File: src/rtl/rtc3w_master.sv
module rtc3w_master #(
  parameter int HALF_CYC = 4
) (
  input  logic       clk,
  input  logic       rst_n,
  input  logic       req_valid,
  output logic       req_ready,
  input  logic       req_read,
  input  logic [5:0] req_index,
  input  logic [7:0] req_wbyte,
  output logic       busy,
  output logic       done,
  output logic [7:0] rd_byte,
  output logic       ser_ce,
  output logic       ser_clk,
  output logic       ser_dout,
  output logic       ser_doe,
  input  logic       ser_din
);

  localparam int DW = (HALF_CYC > 1) ? $clog2(HALF_CYC) : 1;
  localparam logic [DW-1:0] DLAST = DW'(HALF_CYC - 1);

  typedef enum logic [3:0] {
    ST_IDLE, ST_CLO, ST_CHI, ST_WLO, ST_WHI, ST_RLO, ST_RHI, ST_FIN, ST_GAP
  } st_t;

  st_t st;
  logic [DW-1:0] div_cnt;
  logic [2:0] bit_cnt;
  logic [7:0] tx_sh, wbuf, rx_sh;
  logic       is_rd, gap_half;

  wire tick   = (div_cnt == DLAST);
  wire accept = req_valid && req_ready;
  wire [7:0] cmd = {1'b1, req_index, req_read};
  wire last   = (bit_cnt == 3'd7);

  assign busy      = (st != ST_IDLE);
  assign req_ready = !busy;

  always_ff @(posedge clk or negedge rst_n) begin
    if (!rst_n) div_cnt <= '0;
    else if (accept || tick || !busy) div_cnt <= '0;
    else div_cnt <= div_cnt + 1'b1;
  end

  always_ff @(posedge clk or negedge rst_n) begin
    if (!rst_n) begin
      st <= ST_IDLE;
      bit_cnt <= '0;
      tx_sh <= '0;
      wbuf <= '0;
      rx_sh <= '0;
      is_rd <= 1'b0;
      gap_half <= 1'b0;
      ser_ce <= 1'b0;
      ser_clk <= 1'b0;
      ser_dout <= 1'b0;
      ser_doe <= 1'b0;
      done <= 1'b0;
      rd_byte <= '0;
    end else begin
      done <= 1'b0;
      if (st == ST_IDLE) begin
        if (accept) begin
          st <= ST_CLO;
          tx_sh <= cmd;
          ser_dout <= cmd[0];
          ser_doe <= 1'b1;
          ser_ce <= 1'b1;
          is_rd <= req_read;
          wbuf <= req_wbyte;
          bit_cnt <= '0;
        end
      end else if (tick) begin
        case (st)
          ST_CLO, ST_WLO: begin
            ser_clk <= 1'b1;
            st <= (st == ST_CLO) ? ST_CHI : ST_WHI;
          end
          ST_CHI: begin
            ser_clk <= 1'b0;
            if (last) begin
              bit_cnt <= '0;
              if (is_rd) begin
                ser_doe <= 1'b0;
                st <= ST_RLO;
              end else begin
                tx_sh <= wbuf;
                ser_dout <= wbuf[0];
                st <= ST_WLO;
              end
            end else begin
              bit_cnt <= bit_cnt + 1'b1;
              tx_sh <= tx_sh >> 1;
              ser_dout <= tx_sh[1];
              st <= ST_CLO;
            end
          end
          ST_WHI: begin
            ser_clk <= 1'b0;
            if (last) st <= ST_FIN;
            else begin
              bit_cnt <= bit_cnt + 1'b1;
              tx_sh <= tx_sh >> 1;
              ser_dout <= tx_sh[1];
              st <= ST_WLO;
            end
          end
          ST_RLO: begin
            rx_sh <= {ser_din, rx_sh[7:1]};
            if (last) st <= ST_FIN;
            else begin
              ser_clk <= 1'b1;
              st <= ST_RHI;
            end
          end
          ST_RHI: begin
            ser_clk <= 1'b0;
            bit_cnt <= bit_cnt + 1'b1;
            st <= ST_RLO;
          end
          ST_FIN: begin
            ser_ce <= 1'b0;
            ser_doe <= 1'b0;
            done <= 1'b1;
            if (is_rd) rd_byte <= rx_sh;
            gap_half <= 1'b0;
            st <= ST_GAP;
          end
          ST_GAP: begin
            if (gap_half) st <= ST_IDLE;
            else gap_half <= 1'b1;
          end
          default: st <= ST_IDLE;
        endcase
      end
    end
  end

endmodule

File: config.mk
export PLATFORM = sky130hd
export DESIGN_NAME = rtc3w_master
export DESIGN_NICKNAME = d
export VERILOG_FILES = /design/src/rtl/rtc3w_master.sv
export SDC_FILE = /design/constraint.sdc
export NUM_CORES = 1
export LEC_CHECK = 0
export ABC_AREA = 1
export BUFFER_PORTS_ARGS = -buffer_cell sky130_fd_sc_hd__buf_4
export CAP_MARGIN = 20
export CORE_ASPECT_RATIO = 1.2
export CORE_MARGIN = 2
export CORE_UTILIZATION = 61
export DETAILED_ROUTE_END_ITERATION = 12
export GPL_TIMING_DRIVEN = 0
export PLACE_DENSITY = 0.84
export RECOVER_POWER = 100
export SYNTH_ARGS = -nofsm -noshare
export SYNTH_HDL_FRONTEND = slang
export SYNTH_SLANG_ARGS = --single-unit
export TNS_END_PERCENT = 50
File: constraint.sdc
create_clock -name clk -period 3.94 [get_ports clk]
set_input_delay 0.985 -clock clk [delete_from_list [all_inputs] [get_ports clk]]
set_output_delay 0.985 -clock clk [all_outputs]
set_load 0.05 [all_outputs]
Word level (Yosys, flattened, before mapping)
Index checks and enable logic that the tools add are counted.
{"block": "word_totals", "reg_bits": 48, "input_bits": 19, "out_inout_bits": 15, "word_cells": 105}
{"block": "classes", "addsub": 2, "eq_ne": 17, "n_mux": 46, "bitwise": 1, "n_reduce_logical": 25}
{"operator": "8-bit two-way mux", "count": 6}
{"operator": "4-bit case mux with 7 select lines", "count": 1}
{"operator": "3-bit two-way mux", "count": 8}
{"operator": "4-bit two-way mux", "count": 5}
{"operator": "1-bit two-way mux", "count": 19}
{"operator": "4-bit by 3-bit == test with 1-bit output (second input constant)", "count": 4}
{"operator": "8-bit case mux with 2 select lines", "count": 1}
{"operator": "3-bit != test (second input constant)", "count": 4}
{"operator": "3-bit AND reduction", "count": 4}
{"operator": "4-bit AND reduction", "count": 3}
{"operator": "5-bit AND reduction", "count": 2}
{"operator": "3-bit case mux with 3 select lines", "count": 1}
{"operator": "3-bit nonzero test", "count": 3}
{"operator": "4-bit by 2-bit == test with 1-bit output (second input constant)", "count": 2}
{"operator": "4-bit nonzero test", "count": 2}
{"operator": "1-bit case mux with 2 select lines", "count": 3}
{"operator": "2-bit nonzero test", "count": 3}
{"operator": "4-bit by 1-bit == test with 1-bit output (second input constant)", "count": 1}
{"operator": "4-bit == test (second input constant)", "count": 1}
{"operator": "4-bit logical NOT", "count": 1}
{"operator": "2-bit != test (second input constant)", "count": 2}
{"operator": "4-bit != test (second input constant)", "count": 1}
{"operator": "3-bit by 1-bit adder with 3-bit output (second input constant)", "count": 1}
{"operator": "3-bit == test (second input constant)", "count": 1}
{"operator": "11 further kinds", "count": 12}

Logic depth before layout (Yosys ltp)
Gate-level depths: netlist of run 1.
{"block": "logic_depth", "ltp_word": 6, "mapped_depth": 11, "depth_no_buf": 11}

Least setup slack after synthesis of run 1
Ideal clock, no wire load.
{"block": "synth_path", "kind": "register to output", "from": "reg st[3]", "to": "out req_ready", "t_arrival_ps": 1106, "required_ps": 2955, "slack_ps": 1849, "stages_incl_launch_ff": 5, "path_buffers": 1, "path_cell_list": "dfrtp_1 > nor2_2 > nand2_4 > inv_4 > buf_4"}
{"block": "synth_between", "elab_chain_len": 2}
{"item": "from (decl)", "line": "28", "source": "st_t st;"}
{"item": "from (signal assigned)", "line": "80", "source": "st <= (st == ST_CLO) ? ST_CHI : ST_WHI;"}
{"item": "4-bit nonzero test", "line": "39", "source": "assign busy = (st != ST_IDLE);"}
{"item": "1-bit logical NOT", "line": "40", "source": "assign req_ready = !busy;"}
{"item": "to (decl)", "line": "7", "source": "output logic req_ready,"}
Every way passes these cells.

Final worst setup path of run 1
Ends and elaborated chain as after synthesis.

==> qor.txt, run 1 <==
status = finished clean
post-synth top area share = 0.467
Hold Vio Cnt, Final = 0
Final HPWL DP = 3770 um
fraction of layout cells with a size suffix above 1 = 0.116
IO Port Bufs = 32
compound-cell area share of the yosys netlist = 0.0726
first-pass GRT wire length = 8870 um
slowest cell on the critical path = dfrtp_1
DRC = 0
cell mode on critical path = buf_4
post-synthesis mux area share = 0
area share of and/or/nand/nor cells after synthesis = 0.369
Post CTS Setup Buffer Count = 0
max-slew violation count = 0
Setup Skew = 5.36 ps
total buffers and inverters traversed by the critical path = 3
Synth Area in XOR/XNOR = 0
most common cell after layout, fill and taps aside = nand2_1
Ys Warns = 0
Worst IR Drop VDD = 0.000324 V
PwrDens = 710 nW/um^2
critical-path cell list = nor2_1 -> nand2_1 -> clkinvlp_2 -> buf_4 -> buf_4
n_diodes = 0
Critical Path Start Type = flip-flop
nets@finish = 385
syn_area_per_cell = 7.79 um^2
GP Congestion = 0.894
fin util = 0.706
Max Cap Viol = 0
Die H = 74.4 um
synthesized netlist cell count = 323
CTS resizes = 0
WL final = 5300 um
total track usage = 0.241
# H-tree levels = 2
Syn Nets = 346
CTS Sinks = 47
leading area contributor after synthesis = dfrtp_1
CP max FO = 10
vias in the first global route = 2,051
Slew @ Worst Pin = 607 ps
pre-CTS setup slack = 1540 ps
Synth area leaders = dfrtp_1, nand2_1, nand3_1
DR WL/cell = 12.7 um
CTS tree = yes
final setup vio count = 0
clk slew on worst S/H paths = 90 ps
critical path class = reg -> out
vias per inst = 5.16
DRT antenna net count = 0
GRT overflow = 0
row count = 25
min-delay worst type = reg -> reg
worst path required time = 2950 ps
Worst path max stage delay = 430 ps
Adder-Cell Fraction of Synth Area = 0.0199
I/O pin count = 34
area grow syn2layout = 10.6%
1st-iter DRT viols = 102
Syn Std Cell Area = 2520 um^2
vias = 2,150
drt pass-1 iters = 4
die area = 4660 um^2
Tmin final = 3150 ps
initial antenna violation count = 0
worst-skew pair later-pin latency = 300 ps
# hold bufs at CTS = 0
CP endpoint kind = output pin
CORE AREA = 3940 um^2
Starting Density = 0.638
CTS Buffer Depth = 2
RSZ-0062 raised after global routing = false
post-synthesis sequential area ratio = 0.467
largest net degree at the start of global routing = 48
largest family of logic cells by synthesized area = simple AND/OR/NAND/NOR gates
Root Buffer = clkbuf_8
period utilization = 0.798
leakage = 1.47 nW
CP top delay family = buffers and inverters
relative slew slack = 0.597
Max Fclk = 318 MHz
TritonCTS Buffers = 5
post-synthesis cell type count = 27
Yosys reg bits = 47
fin worst setup slack = 795 ps
width of the die = 62.6 um
most frequent cells in the layout = nand2_1, dfrtp_1, nand3_1
setup TNS = 0 ps
worst-case hold slack = 443 ps
critical path data arrival time = 2160 ps
metal layers:
| metal | track usage | routed length [um] | vias to the layer above |
|---|---|---|---|
| met3 | 0.0454 | 201 | 8 |
| met5 | 0 | 0 | - |
| met4 | 0.0963 | 80 | 0 |
| met2 | 0.423 | 2610 | 58 |
| met1 | 0.300 | 2410 | 1000 |
| li1 | - | - | 1084 |
worst reg2reg max path: stages (launching register included):
cell	delay, ps
dfrtp_1	430
nor2_1	380
nand2_1	280
nand2_1	240
nand3_1	320
nor2_1	570
nand2_1	100
nand2_1	90
sequential cells by signal (all words and copies together), names as in the netlist:
register	count
ser_doe	1
wbuf	8
ser_ce	1
rd_byte	8
gap_half	1
bit_cnt	3
is_rd	1
st	4
tx_sh	8
ser_clk	1
rx_sh	8
div_cnt	2
done	1
synth_stat cells (all sizes together):
cell type / instances
a21oi: 4
o211ai: 1
nand3: 28
nand3b: 2
nor2: 20
clkbuf: 2
inv: 27
dfrtp: 47
ha: 4
o21ai: 19
o21bai: 7
nand2: 154
buf: 8
worst paths after layout:
check / start / to / slack [ps] / depth (start not counted)
worst max register to register: st[3] / tx_sh[7] / 1490 / 7
worst min-delay path: div_cnt[0] / div_cnt[0] / 440 / 1
worst max-delay path: st[3] / req_ready / 790 / 5
min in group asynchronous: rst_n / bit_cnt[1] / 670 / 1
max in group asynchronous: rst_n / wbuf[6] / 2850 / 1
worst min register to register: div_cnt[0] / div_cnt[0] / 440 / 1
report_power, final:
part	internal, mW	leakage, nW	switching [mW]
clock network	0.189	0.0581	0.171
logic	0.279	0.813	0.627
registers	0.620	0.604	0.0894
layout make-up:
class / instances / area, um^2
sequential: 47 / 1180
fill: 362 / 1160
multi-input combinational: 239 / 1080
timing repair buffer: 32 / 191
inverter: 27 / 103
clock buffer: 5 / 68.8
tap: 54 / 67.6
buffer: 10 / 57.6
clock inverter: 3 / 43.8
per-stage QoR:
| step | instance area, um^2 | total power, mW | std cells |
|---|---|---|---|
| 2_1_floorplan | 2520 | 1.48 | 323 |
| 3_3_place_gp | 2820 | 1.69 | 409 |
| 3_5_place_dp | 2820 | 1.72 | 409 |
| 4_1_cts | 2940 | 2.08 | 417 |
| 5_1_grt | 2780 | 2.13 | 417 |
| 6_report | 2780 | 1.98 | 417 |
logic make-up (layout without fill, tap and decap cells):
family	after synthesis	in the layout
AND/OR/NAND/NOR	204	204
flip-flops	47	47
buffers and inverters	37	77
adder cells (fa/ha/maj)	4	4
AO/OA/AOI/OAI	31	31
(Power assumes the default switching activity.)
==> run 2, diff against run 1 <==
--- a/config.mk
+++ b/config.mk
@@ -10,10 +10,10 @@
 export CAP_MARGIN = 20
 export CORE_ASPECT_RATIO = 1.2
 export CORE_MARGIN = 2
-export CORE_UTILIZATION = 61
+export CORE_UTILIZATION = 57
 export DETAILED_ROUTE_END_ITERATION = 12
 export GPL_TIMING_DRIVEN = 0
-export PLACE_DENSITY = 0.84
+export PLACE_DENSITY = 0.79
 export RECOVER_POWER = 100
 export SYNTH_ARGS = -nofsm -noshare
 export SYNTH_HDL_FRONTEND = slang
==> constraint.sdc (replaced) <==
create_clock -name clk -period 3.2 [get_ports clk]
set_input_delay 0.8 -clock clk [delete_from_list [all_inputs] [get_ports clk]]
set_output_delay 0.8 -clock clk [all_outputs]
set_load 0.05 [all_outputs]
==> run 2 against run 1 <==
Non-clock buffer count stayed put. Critical path depth is 1 lower. Register-to-register slack worse by 650 ps. Worst setup slack worse by 250 ps. Critical path type unchanged. Via count is 3.1% lower. Global-route usage is 0.70 points lower. Final cell count is 0.24% higher. Flip-flop and latch count stayed put. Clock skew is 4.2 ps higher. Largest power group unchanged. First-iteration DRC count is 35% higher. Largest cell class unchanged. Sequential power is 24% higher.
==> qor.txt, run 2 (synthesis results as in run 1) <==
status = finished clean
vias in the first global route = 2,092
RSZ-0062 raised after global routing = false
TritonCTS Buffers = 5
Root Buffer = clkbuf_8
DRT antenna net count = 0
Starting Density = 0.590
Tmin final = 2660 ps
vias = 2,084
Post CTS Setup Buffer Count = 0
1st-iter DRT viols = 138
fin worst setup slack = 543 ps
die area = 4960 um^2
CTS tree = yes
initial antenna violation count = 0
# hold bufs at CTS = 0
first-pass GRT wire length = 9290 um
pre-CTS setup slack = 1000 ps
most frequent cells in the layout = nand2_1, dfrtp_1, nand3_1
worst-case hold slack = 443 ps
DR WL/cell = 12.1 um
CTS resizes = 0
critical path data arrival time = 1860 ps
GRT overflow = 0
PwrDens = 872 nW/um^2
worst path required time = 2400 ps
row count = 26
total track usage = 0.234
width of the die = 64.7 um
area grow syn2layout = 10.8%
DRC = 0
I/O pin count = 34
final setup vio count = 0
CTS Buffer Depth = 2
WL final = 5070 um
critical path class = reg -> out
n_diodes = 0
setup TNS = 0 ps
CP endpoint kind = output pin
fraction of layout cells with a size suffix above 1 = 0.110
GP Congestion = 0.865
worst-skew pair later-pin latency = 300 ps
CP max FO = 10
DP Area = 2830 um^2
Critical Path Start Type = flip-flop
Slew @ Worst Pin = 1130 ps
# H-tree levels = 2
Max Fclk = 376 MHz
nets@finish = 385
Final Cell Area = 2790 um^2
Final HPWL DP = 3710 um
IO Port Bufs = 32
leakage = 1.47 nW
min-delay worst type = reg -> reg
Max Cap Viol = 0
max-slew violation count = 0
dpl cells = 411
drt pass-1 iters = 4
period utilization = 0.830
relative slew slack = 0.245
Worst IR Drop VDD = 0.000434 V
vias per inst = 4.99
Die H = 76.8 um
largest net degree at the start of global routing = 48
clk slew on worst S/H paths = 90 ps
Hold Vio Cnt, Final = 0
Setup Skew = 9.56 ps
CTS Sinks = 47
most common cell after layout, fill and taps aside = nand2_1
post-route insts no fill = 418
CORE AREA = 4260 um^2
## run 2: cell count changes in the layout (fill, tap and decap cells not counted), sizes merged
cell | previous run | this run
inv | 25 | 26
buf | 23 | 21
clkinvlp | 1 | 0
clkbuf | 24 | 27
clkinv | 3 | 1
## run 2: worst paths after layout
| path | from | endpoint | slack [ps] | depth (start not counted) |
|---|---|---|---|---|
| max | st[3] | busy | 540 | 4 |
| min | div_cnt[0] | div_cnt[0] | 440 | 1 |
| max reg2reg | st[3] | tx_sh[7] | 840 | 7 |
| min reg2reg | div_cnt[0] | div_cnt[0] | 440 | 1 |
| max in group asynchronous | rst_n | rd_byte[1] | 1790 | 1 |
| min in group asynchronous | rst_n | st[0] | 710 | 1 |
## run 2: per-layer routing
layer,share of wire,global-route usage,up-vias
met3,0.038,0.0543,4
met1,0.46,0.305,961
met4,0.0091,0.0511,0
met2,0.49,0.398,33
met5,0,0,-
li1,-,-,1086
## run 2: critical path, stage by stage (launching register included)
cell,delay (ps)
dfrtp_1,430
nor2_1,430
nand2_4,150
clkbuf_1,280
buf_4,270
## run 2: cell type report
type | count | area [um^2]
clock buffers | 6 | 72.6
flip-flops and latches | 47 | 1180
inverters | 27 | 104
clock inverters | 1 | 30.0
plain buffers | 10 | 56.3
well taps | 56 | 70.1
repair buffers | 32 | 189
fillers | 416 | 1470
multi-input cells | 239 | 1090
## run 2: power by group
group	total, mW	switching [mW]	internal, mW
registers	0.879	0.116	0.763
clock network	0.424	0.194	0.229
logic	1.13	0.775	0.352
total	2.43	1.09	1.34
## run 2: metrics by stage
step                 util  power (mW)
detailed placement  0.663        2.12
global route        0.654        2.64
CTS                 0.687        2.54
floorplan               -        1.82
global placement    0.663        2.09
finish              0.654        2.43
==> run 3, diff against run 2 <==
--- a/config.mk
+++ b/config.mk
@@ -10,10 +10,10 @@
 export CAP_MARGIN = 20
 export CORE_ASPECT_RATIO = 1.2
 export CORE_MARGIN = 2
-export CORE_UTILIZATION = 57
+export CORE_UTILIZATION = 52
 export DETAILED_ROUTE_END_ITERATION = 12
 export GPL_TIMING_DRIVEN = 0
-export PLACE_DENSITY = 0.79
+export PLACE_DENSITY = 0.76
 export RECOVER_POWER = 100
 export SYNTH_ARGS = -nofsm -noshare
 export SYNTH_HDL_FRONTEND = slang
==> constraint.sdc (replaced) <==
create_clock -name clk -period 2.2 [get_ports clk]
set_input_delay 0.55 -clock clk [delete_from_list [all_inputs] [get_ports clk]]
set_output_delay 0.55 -clock clk [all_outputs]
set_load 0.05 [all_outputs]
==> run 3 against run 2 <==
Worst setup slack got worse by 450 ps. Sequential power increased by 46%. Clock power increased by 29%. Total power increased by 44%. Sequential share of layout area decreased by 0.34 points. Clock-buffer cell count decreased by 1. Final cell count increased by 1.2%. Via count increased by 1.6%. Flip-flop and latch count unchanged. Combinational power increased by 48%. Critical path type unchanged. Critical endpoint is now req_ready.
==> qor.txt, run 3 (synthesis results as in run 1) <==
width of the die = 67.5 um
initial antenna violation count = 0
PwrDens = 1240 nW/um^2
CTS tree = yes
period utilization = 0.956
vias = 2,117
RSZ-0062 raised after global routing = false
1st-iter DRT viols = 92
final setup vio count = 0
Setup Skew = 5.88 ps
n_diodes = 0
DR WL/cell = 12.6 um
GRT overflow = 0
vias per inst = 5.00
critical path data arrival time = 1550 ps
row count = 27
worst path required time = 1650 ps
Die H = 80.2 um
min-delay worst type = reg -> reg
DRC = 0
cell mode on critical path = buf_4
Root Buffer = clkbuf_8
relative slew slack = 0.229
Slew @ Worst Pin = 1160 ps
Max Fclk = 476 MHz
clk slew on worst S/H paths = 90 ps
GP Congestion = 0.820
total track usage = 0.222
CP endpoint kind = output pin
setup TNS = 0 ps
Hold Vio Cnt, Final = 0
# H-tree levels = 2
post-route insts no fill = 423
leakage = 1.48 nW
Starting Density = 0.544
Max Cap Viol = 0
CTS Buffer Depth = 2
area grow syn2layout = 11.9%
fraction of layout cells with a size suffix above 1 = 0.134
first-pass GRT wire length = 9120 um
most frequent cells in the layout = nand2_1, dfrtp_1, nand3_1
Fill cells = 455
CORE AREA = 4630 um^2
status = finished clean
nets@finish = 387
Worst IR Drop VDD = 0.000763 V
Worst path max stage delay = 460 ps
WL final = 5310 um
largest net degree at the start of global routing = 48
worst-skew pair later-pin latency = 310 ps
Critical Path Start Type = flip-flop
critical-path cell list = nor2_4 -> nand2_4 -> inv_4 -> buf_4 -> buf_4
vias in the first global route = 2,067
Final HPWL DP = 3840 um
max-slew violation count = 0
Tmin final = 2100 ps
critical path class = reg -> out
TritonCTS Buffers = 5
DRT antenna net count = 0
slowest cell on the critical path = dfrtp_2
CTS Sinks = 47
CP max FO = 10
I/O pin count = 34
die area = 5410 um^2
drt pass-1 iters = 6
most common cell after layout, fill and taps aside = nand2_1
dpl cells = 413
IO Port Bufs = 32
## run 3: cell types whose count changed in the layout (fill, tap and decap cells not counted), sizes merged
| cell | change |
|---|---|
| buf | +1 |
| clkinv | +2 |
| bufinv | -1 |
| inv | +1 |
## run 3: cell type report
type	instances	area, um^2	area share
Sequential cell	47	1180	0.418
Multi-Input combinational cell	239	1110	0.396
Timing Repair Buffer	34	204	0.0724
Inverter	27	104	0.0369
Tap cell	58	72.6	0.0258
Clock buffer	5	68.8	0.0244
Buffer	10	51.3	0.0182
Clock inverter	3	22.5	0.00800
## run 3: repair_timing
item	CTS	global route
buffers inserted	1	1
gates resized for setup	1	2
endpoints found under the setup margin	1	1
hold buffers	0	0
pin swaps	2	1
## run 3: worst max-delay path: cells and delay by family, from the launching register on
family / cells / cell delay (ps)
buffers and inverters: 3 / 530
flip-flops: 1 / 460
AND/OR/NAND/NOR: 2 / 260
## run 3: through the flow
step                      total power, mW  hold slack, ps  area (um^2)   util  worst slack (ps)
after detailed placement             3.08             438         2830  0.611               252
after CTS                            3.66             250         2930  0.634              11.4
after global placement               3.04             421         2830  0.611               246
final                                3.50             451         2820  0.609              97.8
after floorplan                      2.65             254         2520      -               544
after global routing                 3.80             463         2820  0.609              20.8
## run 3: worst paths after layout
kind / startpoint / to / slack (ps) / cells past startpoint
worst max-delay path: st[3] / req_ready / 100 / 5
worst min-delay path: div_cnt[0] / div_cnt[0] / 450 / 1
worst max register to register: st[1] / tx_sh[0] / 260 / 8
worst min register to register: div_cnt[0] / div_cnt[0] / 450 / 1
max in group asynchronous: rst_n / st[1] / 970 / 1
min in group asynchronous: rst_n / rd_byte[2] / 460 / 1
## run 3: report_power, final
group	internal [mW]	total, mW	switching, mW
registers	1.11	1.28	0.168
logic	0.530	1.67	1.14
clock network	0.230	0.547	0.317
total	1.87	3.50	1.63
## run 3: routing by layer
layer,vias up,global-route usage,wire [um]
met5,-,0,0
met4,0,0.112,148
met3,14,0.0448,214
met2,50,0.349,2490
met1,963,0.286,2450
li1,1090,-,-
